File: config.mk
export PLATFORM = sky130hd
export DESIGN_NAME = disp_ser_cmd
export DESIGN_NICKNAME = d
export VERILOG_FILES = /design/src/rtl/disp_ser_cmd_pkg.sv /design/src/rtl/dsc_sync.sv /design/src/rtl/dsc_shift.sv /design/src/rtl/dsc_decode.sv /design/src/rtl/disp_ser_cmd.sv
export SDC_FILE = /design/constraint.sdc
export NUM_CORES = 1
export LEC_CHECK = 0
export CORE_MARGIN = 4
export CORE_UTILIZATION = 45
export CTS_BUF_LIST = sky130_fd_sc_hd__clkbuf_8 sky130_fd_sc_hd__clkbuf_16
export DETAILED_ROUTE_END_ITERATION = 10
export DONT_BUFFER_PORTS = 1
export GPL_ROUTABILITY_DRIVEN = 0
export PLACE_DENSITY_LB_ADDON = 0.15
export REMOVE_ABC_BUFFERS = 1
export SLEW_MARGIN = 20
export SYNTH_ARGS = -nofsm -noshare
export SYNTH_HDL_FRONTEND = slang
export SYNTH_SLANG_ARGS = --single-unit
File: constraint.sdc
create_clock -name clk -period 4.4 [get_ports clk]
set_input_delay 0.22 -clock clk [delete_from_list [all_inputs] [get_ports clk]]
set_output_delay 0.22 -clock clk [all_outputs]
set_load 0.01 [all_outputs]
File: src/rtl/disp_ser_cmd_pkg.sv
package disp_ser_cmd_pkg;

    localparam int OPC_W = 3;

    localparam logic [OPC_W-1:0] OPC_COLS = 3'b000;
    localparam logic [OPC_W-1:0] OPC_SEL  = 3'b101;
    localparam logic [OPC_W-1:0] OPC_CLR  = 3'b110;
    localparam logic [OPC_W-1:0] OPC_CTL  = 3'b111;

    localparam int LVL_W = 3;

    typedef struct packed {
        logic             div16;
        logic             full_pk;
        logic [LVL_W-1:0] level;
    } ctl_word_t;

    localparam int CTL_W = $bits(ctl_word_t);

    localparam ctl_word_t CTL_RESET = '{div16: 1'b0, full_pk: 1'b1, level: '0};

endpackage

File: src/rtl/dsc_sync.sv
module dsc_sync #(
    parameter int                N_SIG  = 3,
    parameter int                STAGES = 2,
    parameter logic [N_SIG-1:0]  IDLE   = '0
) (
    input  logic             clk,
    input  logic             rst_n,
    input  logic [N_SIG-1:0] async_i,
    output logic [N_SIG-1:0] lvl_o,
    output logic [N_SIG-1:0] rise_o
);

    typedef struct packed {
        logic [STAGES-1:0][N_SIG-1:0] chain;
        logic [N_SIG-1:0]             prev;
    } sync_st_t;

    sync_st_t st_d, st_q;

    always_comb begin
        st_d          = st_q;
        st_d.chain[0] = async_i;
        for (int k = 1; k < STAGES; k++) begin
            st_d.chain[k] = st_q.chain[k-1];
        end
        st_d.prev = st_q.chain[STAGES-1];
    end

    always_ff @(posedge clk or negedge rst_n) begin
        if (!rst_n) begin
            st_q.chain <= {STAGES{IDLE}};
            st_q.prev  <= IDLE;
        end else begin
            st_q <= st_d;
        end
    end

    assign lvl_o  = st_q.chain[STAGES-1];
    assign rise_o = st_q.chain[STAGES-1] & ~st_q.prev;

endmodule

File: src/rtl/dsc_shift.sv
module dsc_shift #(
    parameter int BYTE_W = 8
) (
    input  logic              clk,
    input  logic              rst_n,
    input  logic              shift_en,
    input  logic              bit_i,
    output logic [BYTE_W-1:0] byte_o
);

    logic [BYTE_W-1:0] shreg_d, shreg_q;

    always_comb begin
        shreg_d = shreg_q;
        if (shift_en) begin
            shreg_d = {bit_i, shreg_q[BYTE_W-1:1]};
        end
    end

    always_ff @(posedge clk or negedge rst_n) begin
        if (!rst_n) begin
            shreg_q <= '0;
        end else begin
            shreg_q <= shreg_d;
        end
    end

    assign byte_o = shreg_q;

endmodule

File: src/rtl/dsc_decode.sv
module dsc_decode
    import disp_ser_cmd_pkg::*;
#(
    parameter int BYTE_W = 8,
    parameter int CHAR_W = 3,
    parameter int ROW_W  = 3,
    parameter int COL_W  = 5,
    parameter int N_ROWS = 7
) (
    input  logic              clk,
    input  logic              rst_n,
    input  logic              frame_i,
    input  logic [BYTE_W-1:0] byte_i,
    output logic              we_o,
    output logic [CHAR_W-1:0] char_o,
    output logic [ROW_W-1:0]  row_o,
    output logic [COL_W-1:0]  cols_o,
    output logic              clr_o,
    output ctl_word_t         ctl_o
);

    localparam int               OPC_LSB  = BYTE_W - OPC_W;
    localparam logic [ROW_W-1:0] ROW_LAST = ROW_W'(N_ROWS - 1);

    typedef struct packed {
        logic [CHAR_W-1:0] addr;
        logic [ROW_W-1:0]  row;
        ctl_word_t         ctl;
        logic              we;
        logic [CHAR_W-1:0] we_char;
        logic [ROW_W-1:0]  we_row;
        logic [COL_W-1:0]  we_cols;
        logic              clr;
    } dec_st_t;

    dec_st_t st_d, st_q;

    logic [OPC_W-1:0] opc;
    assign opc = byte_i[BYTE_W-1:OPC_LSB];

    always_comb begin
        st_d     = st_q;
        st_d.we  = 1'b0;
        st_d.clr = 1'b0;
        if (frame_i) begin
            case (opc)
                OPC_SEL: begin
                    st_d.addr = byte_i[CHAR_W-1:0];
                    st_d.row  = '0;
                end
                OPC_COLS: begin
                    st_d.we      = 1'b1;
                    st_d.we_char = st_q.addr;
                    st_d.we_row  = st_q.row;
                    st_d.we_cols = byte_i[COL_W-1:0];
                    if (st_q.row != ROW_LAST) begin
                        st_d.row = st_q.row + 1'b1;
                    end
                end
                OPC_CTL: begin
                    st_d.ctl = ctl_word_t'(byte_i[CTL_W-1:0]);
                end
                OPC_CLR: begin
                    st_d.addr = '0;
                    st_d.row  = '0;
                    st_d.clr  = 1'b1;
                end
                default: begin
                end
            endcase
        end
    end

    always_ff @(posedge clk or negedge rst_n) begin
        if (!rst_n) begin
            st_q.addr    <= '0;
            st_q.row     <= '0;
            st_q.ctl     <= CTL_RESET;
            st_q.we      <= 1'b0;
            st_q.we_char <= '0;
            st_q.we_row  <= '0;
            st_q.we_cols <= '0;
            st_q.clr     <= 1'b0;
        end else begin
            st_q <= st_d;
        end
    end

    assign we_o   = st_q.we;
    assign char_o = st_q.we_char;
    assign row_o  = st_q.we_row;
    assign cols_o = st_q.we_cols;
    assign clr_o  = st_q.clr;
    assign ctl_o  = st_q.ctl;

    // the row pointer never leaves the character
    p_row_bound_r4: assert property (@(posedge clk) disable iff (!rst_n)
        st_q.row <= ROW_LAST);

    // a data byte moves the pointer one row down unless at the bottom
    p_row_step_r3: assert property (@(posedge clk) disable iff (!rst_n)
        (frame_i && opc == OPC_COLS && st_q.row != ROW_LAST)
        |=> (st_q.row == $past(st_q.row) + 1'b1));

    // a select byte lands its character and rewinds the row
    p_sel_rewind_r2: assert property (@(posedge clk) disable iff (!rst_n)
        (frame_i && opc == OPC_SEL)
        |=> (st_q.row == '0 && st_q.addr == $past(byte_i[CHAR_W-1:0])));

    // write and clear strobes never coincide
    p_we_clr_excl_r8: assert property (@(posedge clk) disable iff (!rst_n)
        !(we_o && clr_o));

    // a clear leaves the control word alone
    p_clr_keeps_ctl_r8: assert property (@(posedge clk) disable iff (!rst_n)
        clr_o |-> $stable(ctl_o));

    // the control word moves only after a decoded frame
    p_ctl_needs_frame_r6: assert property (@(posedge clk) disable iff (!rst_n)
        !$past(frame_i) |-> $stable(ctl_o));

endmodule

File: src/rtl/disp_ser_cmd.sv
module disp_ser_cmd
    import disp_ser_cmd_pkg::*;
#(
    parameter int BYTE_W      = 8,
    parameter int CHAR_W      = 3,
    parameter int ROW_W       = 3,
    parameter int COL_W       = 5,
    parameter int N_ROWS      = 7,
    parameter int SYNC_STAGES = 2
) (
    input  logic              clk,
    input  logic              rst_n,
    input  logic              ser_clk_i,
    input  logic              ser_dat_i,
    input  logic              ser_ld_n_i,
    output logic              ram_we_o,
    output logic [CHAR_W-1:0] ram_char_o,
    output logic [ROW_W-1:0]  ram_row_o,
    output logic [COL_W-1:0]  ram_cols_o,
    output logic              ram_clr_o,
    output logic [LVL_W-1:0]  bright_o,
    output logic              full_pk_o,
    output logic              div16_o,
    output logic              pwr_dn_o
);

    localparam int               N_SIG   = 3;
    localparam int               IX_CLK  = 0;
    localparam int               IX_DAT  = 1;
    localparam int               IX_LD   = 2;
    localparam logic [N_SIG-1:0] IDLE    = N_SIG'(1) << IX_LD;
    localparam logic [LVL_W-1:0] LVL_OFF = '1;

    logic [N_SIG-1:0]  raw, lvl, rise;
    logic              shift_en;
    logic              frame;
    logic [BYTE_W-1:0] shreg;
    ctl_word_t         ctl;

    assign raw = {ser_ld_n_i, ser_dat_i, ser_clk_i};

    dsc_sync #(
        .N_SIG  (N_SIG),
        .STAGES (SYNC_STAGES),
        .IDLE   (IDLE)
    ) u_sync (
        .clk     (clk),
        .rst_n   (rst_n),
        .async_i (raw),
        .lvl_o   (lvl),
        .rise_o  (rise)
    );

    assign shift_en = rise[IX_CLK] & ~lvl[IX_LD];
    assign frame    = rise[IX_LD];

    dsc_shift #(
        .BYTE_W (BYTE_W)
    ) u_shift (
        .clk      (clk),
        .rst_n    (rst_n),
        .shift_en (shift_en),
        .bit_i    (lvl[IX_DAT]),
        .byte_o   (shreg)
    );

    dsc_decode #(
        .BYTE_W (BYTE_W),
        .CHAR_W (CHAR_W),
        .ROW_W  (ROW_W),
        .COL_W  (COL_W),
        .N_ROWS (N_ROWS)
    ) u_dec (
        .clk     (clk),
        .rst_n   (rst_n),
        .frame_i (frame),
        .byte_i  (shreg),
        .we_o    (ram_we_o),
        .char_o  (ram_char_o),
        .row_o   (ram_row_o),
        .cols_o  (ram_cols_o),
        .clr_o   (ram_clr_o),
        .ctl_o   (ctl)
    );

    assign bright_o  = ctl.level;
    assign full_pk_o = ctl.full_pk;
    assign div16_o   = ctl.div16;
    assign pwr_dn_o  = (ctl.level == LVL_OFF);

    // with load high the byte register holds
    p_hold_when_idle_r12: assert property (@(posedge clk) disable iff (!rst_n)
        lvl[IX_LD] |=> $stable(shreg));

    // one decode per load edge, never on two cycles running
    p_single_frame_r1: assert property (@(posedge clk) disable iff (!rst_n)
        frame |=> !frame);

    // a write strobe lasts one cycle
    p_we_pulse_r3: assert property (@(posedge clk) disable iff (!rst_n)
        ram_we_o |=> !ram_we_o);

endmodule

==> reports/results.tsv, run 1 <==
stage	metric	value	unit
sta	finalSetupViolations	0	
routing	avgRoutedWirePerCell	16.3	µm
setup_path	crit_type	reg -> reg	
sta	skew	0.00505	ns
setup_path	arrival	2.17	ns
sta	min_period_over_period	45.5	%
cells_and_area	n_fill_cell	332	
clock_network	cts_tree	yes	
global_routing	grt_pass1_vias	868	
logic_synthesis	synthCells	118	
routing	via_per_inst	5.17	
clock_network	clock_latency	0.28	ns
cells_and_area	final_util	48.5	%
power_and_ir_drop	total_leakage_power	0.809	nW
clock_network	clk_root_buffer_cell	clkbuf_8	
die	die_w	69.8	µm
cells_and_area	n_antenna_cell	0	
logic_synthesis	ys.warnings.count	0	
sta	slew_viol_final	0	
cells_and_area	seq_area	1010	µm²
setup_path	start_kind	register	
placed_design	hpwlAfterDp	1780	µm
logic_synthesis	yosysTopAreaCell	dfrtp_1	
logic_synthesis	async_flop_share	100	%
logic_synthesis	synth-main-ff-cell	dfrtp_1	
clock_network	cts_setup_buffers	0	
global_routing	antenna_found_initial	0	
sta	fmax	0.499	GHz
cells_and_area	postLayoutCellArea	1790	µm²
routing	vias	838	
cells_and_area	synthToLayoutAreaGrowth	4.08	%
logic_synthesis	ys_seq_area_share	58.5	%
clock_network	htree_num_levels	2	
logic_synthesis	synth_area	1720	µm²
global_routing	grt_pass1_wl	4560	µm
hold_path	hp-class	reg -> reg	
die	core_area	3690	µm²
routing	drc_errors	0	
global_routing	grt_max_degree	41	
placed_design	io_buffer_count	0	
logic_synthesis	synthDominantCellAreaShare	52.4	%
logic_synthesis	synthTopCellsByCount	dfrtp_1, buf_4, mux2_2, mux2_4	
cells_and_area	final_nets	120	
logic_synthesis	synth-edff-count	0	
die	die_h	69.8	µm
cells_and_area	multi_input_area	566	µm²
sta	finalHoldViolations	0	
die	dieArea	4870	µm²
clock_network	clock_path_buffers	2	
logic_synthesis	synth-seq-cells	40	
setup_path	cp_max_fo	12	
global_routing	overflow	0	
logic_synthesis	postSynthAreaPerCell	14.6	µm²
sta	fin_crit	2.00	ns
die	rows	22	
power_and_ir_drop	pwr_density_cell	592	nW/µm²
routing	firstDrtPassIters	4	
die	start_util	46.6	%
sta	maxSlewHeadroom	57.3	%
setup_path	required	4.57	ns
logic_synthesis	synth_area_leaders	dfrtp_1, mux2_2, mux2_4	
clock_network	cts_resized	0	
clock_network	path_clk_slew	0.07	ns
global_routing	gr-usage-all-layers	12.0	%
sta	finalSetupTns	0	ns
clock_network	cts_sinks	40	
power_and_ir_drop	vdd_ir_drop_max	0.244	mV
logic_synthesis	ys_types	31	
cells_and_area	drive_above_1_share	32.5	%
power_and_ir_drop	power.total	1.06	mW
logic_synthesis	yosysMostFrequentCell	dfrtp_1	
routing	ant_nets	0	
status	outcome	complete, no violations	
clock_network	cts_buffers	5	
flow_run	cap_violations	0	
die	ios	24	
routing	routed_wl	2640	µm
sta	rsz0062_at_grt	false	
routing	drt_first_iter_violations	50	
placed_design	placed_area	1640	µm²
setup_path	cp-end-kind	register	
sta	worst_slew_pin_slew	0.637	ns
[critical path: stages, from the launching register on]
cell and delay (ns):
dfstp_2 0.59, or4b_4 0.52, nor2_4 0.40, mux2_2 0.39
[layout make-up]
| cell class | count | share of cell area, % |
|---|---|---|
| clock buffers | 6 | 4.62 |
| well taps | 48 | 3.36 |
| flip-flops and latches | 40 | 56.2 |
| inverters | 2 | 0.420 |
| repair buffers | 5 | 3.36 |
| multi-input cells | 59 | 31.6 |
| clock inverters | 2 | 0.420 |
[final timing paths]
kind | startpoint | to | slack, ns | cells after the start
max in group asynchronous | rst_n | u_dec.ctl_o[3] | 3.75 | 2
worst min register to register | u_sync.st_d[6] | u_sync.lvl_o[0] | 0.35 | 0
worst min-delay path | u_sync.st_d[6] | u_sync.lvl_o[0] | 0.35 | 0
worst max-delay path | u_sync.lvl_o[2] | u_dec.cols_o[0] | 2.40 | 3
worst max register to register | u_sync.lvl_o[2] | u_dec.cols_o[0] | 2.40 | 3
min in group asynchronous | rst_n | u_dec.row_o[0] | 0.39 | 2
[per-layer routing]
layer,GRT usage (%),wire [µm],up-vias,part of all wire (%)
met5,0,0,-,0
met4,3.83,12,0,0.45
met3,5.80,215,2,8.1
met2,16.5,1140,20,43
met1,16.6,1270,425,48
li1,-,-,391,-
[flip-flops by register name (all words and copies together) (netlist names), 3 cells and up]
signal and count:
u_shift.byte_o 8, u_dec.st_q 6, u_dec.cols_o 5, u_dec.ctl_o 5, u_dec.char_o 3, u_dec.row_o 3
u_sync.lvl_o 3, u_sync.st_d 3
[layout by cell type (no fill, tap or decap), types with 2 or more instances in the layout]
master and instances:
dlygate4sd3_1 4, ha_1 2, inv_1 4, o2bb2ai_1 3
a211oi_1 2, mux2_4 9, clkbuf_8 6, nor4b_1 2
dfrtp_1 36, dfstp_2 4, nand2_1 3, a31oi_1 4
nor2b_1 3, mux2_2 14, o21ai_0 3
[cells by family (layout without fill, tap and decap cells)]
family,Yosys count,count (layout),share of synthesized area (%)
compound gates,14,14,5.68
xor+xnor,1,1,0.510
fa+ha+maj,2,2,1.46
buf+inv,19,15,8.59
flops,40,40,58.5
mux,24,24,17.6
simple gates,18,18,7.64
[stage by stage]
stage / instances / setup WS, ns / hold slack (ns)
6_report: 162 / 2.40 / 0.349
5_1_grt: 162 / 2.32 / 0.361
4_1_cts: 162 / 2.39 / 0.351
3_5_place_dp: 149 / 2.40 / -0.0743
3_3_place_gp: 149 / 2.47 / -0.0743
2_1_floorplan: 101 / 2.55 / -0.0756
[what timing repair did]
action / in CTS / in global routing
endpoints found under the hold margin: 43 / 0
endpoints found under the setup margin: 0 / 0
hold buffers: 5 / 0
[power by group]
group	internal [mW]	switching, mW	total, mW
logic	0.134	0.0724	0.207
clock network	0.123	0.115	0.238
registers	0.474	0.140	0.614
No activity file was read; power rests on OpenSTA's default activity.
==> inputs of run 2 (changes only) <==
clock period = 1.7 ns   (was 4.4 ns; I/O delays follow)
==> reports/results.tsv, run 2 (synthesized netlist as in run 1, its figures left out) <==
stage	metric	value	unit	change
status	outcome	finished, violations left		
status	violations	setup timing		
die	dieArea	4870	µm²	unchanged
global_routing	grt_max_degree	41		unchanged
setup_path	cp_max_fo	4		-8
setup_path	crit_chain	or4b_4 > nor2_4 > buf_4 > mux2_2		
die	ios	24		unchanged
sta	fmax	0.577	GHz	+16%
sta	slew_viol_final	0		unchanged
setup_path	cpLargestDelayFamily	simple AND/OR/NAND/NOR gates		
sta	finalHoldViolations	0		unchanged
clock_network	clock_path_buffers	2		unchanged
clock_network	path_clk_slew	0.07	ns	about the same
sta	min_period_over_period	102	%	+56 points
hold_path	hp-class	in -> async		
flow_run	cap_violations	0		unchanged
global_routing	grt_pass1_vias	940		+8.3%
die	core_area	3690	µm²	unchanged
placed_design	io_buffer_count	0		unchanged
cells_and_area	mostFrequentLayoutCells	dfrtp_1, mux2_2, buf_4, mux2_4, clkbuf_8		
clock_network	clock_latency	0.29	ns	about the same
setup_path	cp-end-kind	register		
routing	avgRoutedWirePerCell	15.2	µm	-7.0%
sta	fin_crit	1.73	ns	-0.269 ns
clock_network	cts_tree	yes		
setup_path	required	1.88	ns	-2.69 ns
routing	ant_nets	0		unchanged
sta	maxSlewHeadroom	76.7	%	+19 points
cells_and_area	synthToLayoutAreaGrowth	8.52	%	
die	rows	22		unchanged
sta	fin_ws	-0.0334	ns	-2.43 ns
die	die_w	69.8	µm	unchanged
setup_path	rr_endpoint	u_dec.cols_o[0]		
global_routing	antenna_found_initial	0		unchanged
global_routing	overflow	0		unchanged
global_routing	grt_pass1_wl	4600	µm	+0.92%
placed_design	hpwlAfterDp	1750	µm	-1.9%
setup_path	arrival	1.91	ns	-0.26 ns
sta	skew	0.00131	ns	-0.00374 ns
cells_and_area	drive_above_1_share	39.2	%	+6.7 points
cells_and_area	n_antenna_cell	0		unchanged
setup_path	crit_slowest_cell	dfstp_2		
sta	finalHoldWorstSlack	0.249	ns	-0.100 ns
routing	via_per_inst	5.10		-1.4%
setup_path	crit_type	reg -> reg		
setup_path	path_buf_inv	1		+1
die	start_util	46.6	%	unchanged
cells_and_area	largest_reg_flops	8		unchanged
setup_path	cp_slowest_stage_delay	0.53	ns	-0.06 ns
placed_design	placed_area	1710	µm²	+4.6%
sta	finalSetupTns	-0.202	ns	-0.202 ns
power_and_ir_drop	total_leakage_power	0.864	nW	+6.8%
routing	firstDrtPassIters	4		unchanged
power_and_ir_drop	pwr_density_cell	1470	nW/µm²	+150%
clock_network	cts_buffers	5		unchanged
sta	rsz0062_at_grt	true		
cells_and_area	final_util	50.6	%	+2.1 points
routing	vias	882		+5.3%
sta	finalSetupViolations	11		+11
setup_path	r2r_slack	-0.03	ns	-2.43 ns
die	die_h	69.8	µm	unchanged
setup_path	r2r_start	u_sync.lvl_o[2]		
cells_and_area	mostFrequentLayoutCell	dfrtp_1		
global_routing	gr-usage-all-layers	12.0	%	-0.034 points
cells_and_area	final_nets	131		+9.2%
power_and_ir_drop	vdd_ir_drop_max	0.633	mV	+160%
setup_path	start_kind	register		
routing	drt_first_iter_violations	36		-28%
setup_path	reg2reg_depth	4		+1
routing	drc_errors	0		unchanged
sta	worst_slew_pin_slew	0.350	ns	-0.287 ns
cells_and_area	postLayoutCellArea	1870	µm²	+4.3%
power_and_ir_drop	power.total	2.75	mW	+160%
routing	routed_wl	2620	µm	-0.68%
clock_network	clk_root_buffer_cell	clkbuf_8		
clock_network	htree_num_levels	2		unchanged
clock_network	cts_sinks	40		unchanged
-- run 2: layer usage --
layer	GRT usage, %	vias to the layer above	wire length [µm]
li1	-	423	-
met1	16.6	432	1260
met2	16.8	21	1160
met3	4.78	6	154
met4	4.47	0	46
met5	0	-	0
-- run 2: power breakdown --
part	leakage, nW	switching, mW	internal [mW]
Combinational	0.318	0.231	0.394
Sequential	0.495	0.312	1.23
Clock	0.0505	0.309	0.276
-- run 2: worst register-to-register path, cell delays in order (launching register included) --
cell	delay [ns]
dfstp_2	0.53
or4b_4	0.48
nor2_4	0.14
buf_4	0.15
mux2_2	0.32
-- run 2: layout make-up --
| cell class | count | area, µm² |
|---|---|---|
| fillers | 337 | 1820 |
| inverters | 2 | 7.51 |
| repair buffers | 16 | 143 |
| flip-flops and latches | 40 | 1010 |
| clock buffers | 5 | 68.8 |
| multi-input cells | 59 | 568 |
| well taps | 48 | 60.1 |
| clock inverters | 3 | 12.5 |
-- run 2: timing repair --
item | in CTS | in global routing
hold buffers | 5 | 0
endpoints found under the hold margin | 43 | 0
endpoints found under the setup margin | 11 | 14
setup buffers | 1 | 0
resized for setup | 0 | 2
-- run 2: worst max-delay path by stage --
stage,to,cells after the start,slack (ns),startpoint
2_1_floorplan,u_dec.cols_o[0],3,-0.15,u_sync.lvl_o[2]
3_3_place_gp,u_dec.cols_o[0],4,-0.02,u_sync.lvl_o[2]
3_5_place_dp,u_dec.cols_o[0],4,-0.05,u_sync.lvl_o[2]
4_1_cts,u_dec.cols_o[0],4,-0.04,u_sync.lvl_o[2]
5_1_grt,u_dec.cols_o[1],4,-0.08,u_sync.lvl_o[2]
6_report,u_dec.cols_o[0],4,-0.03,u_sync.lvl_o[2]
-- run 2: stage by stage --
step                setup slack [ns]  cells
floorplan                     -0.154    101
finish                       -0.0334    173
detailed placement           -0.0454    159
CTS                          -0.0361    173
global placement             -0.0178    159
global route                 -0.0781    173
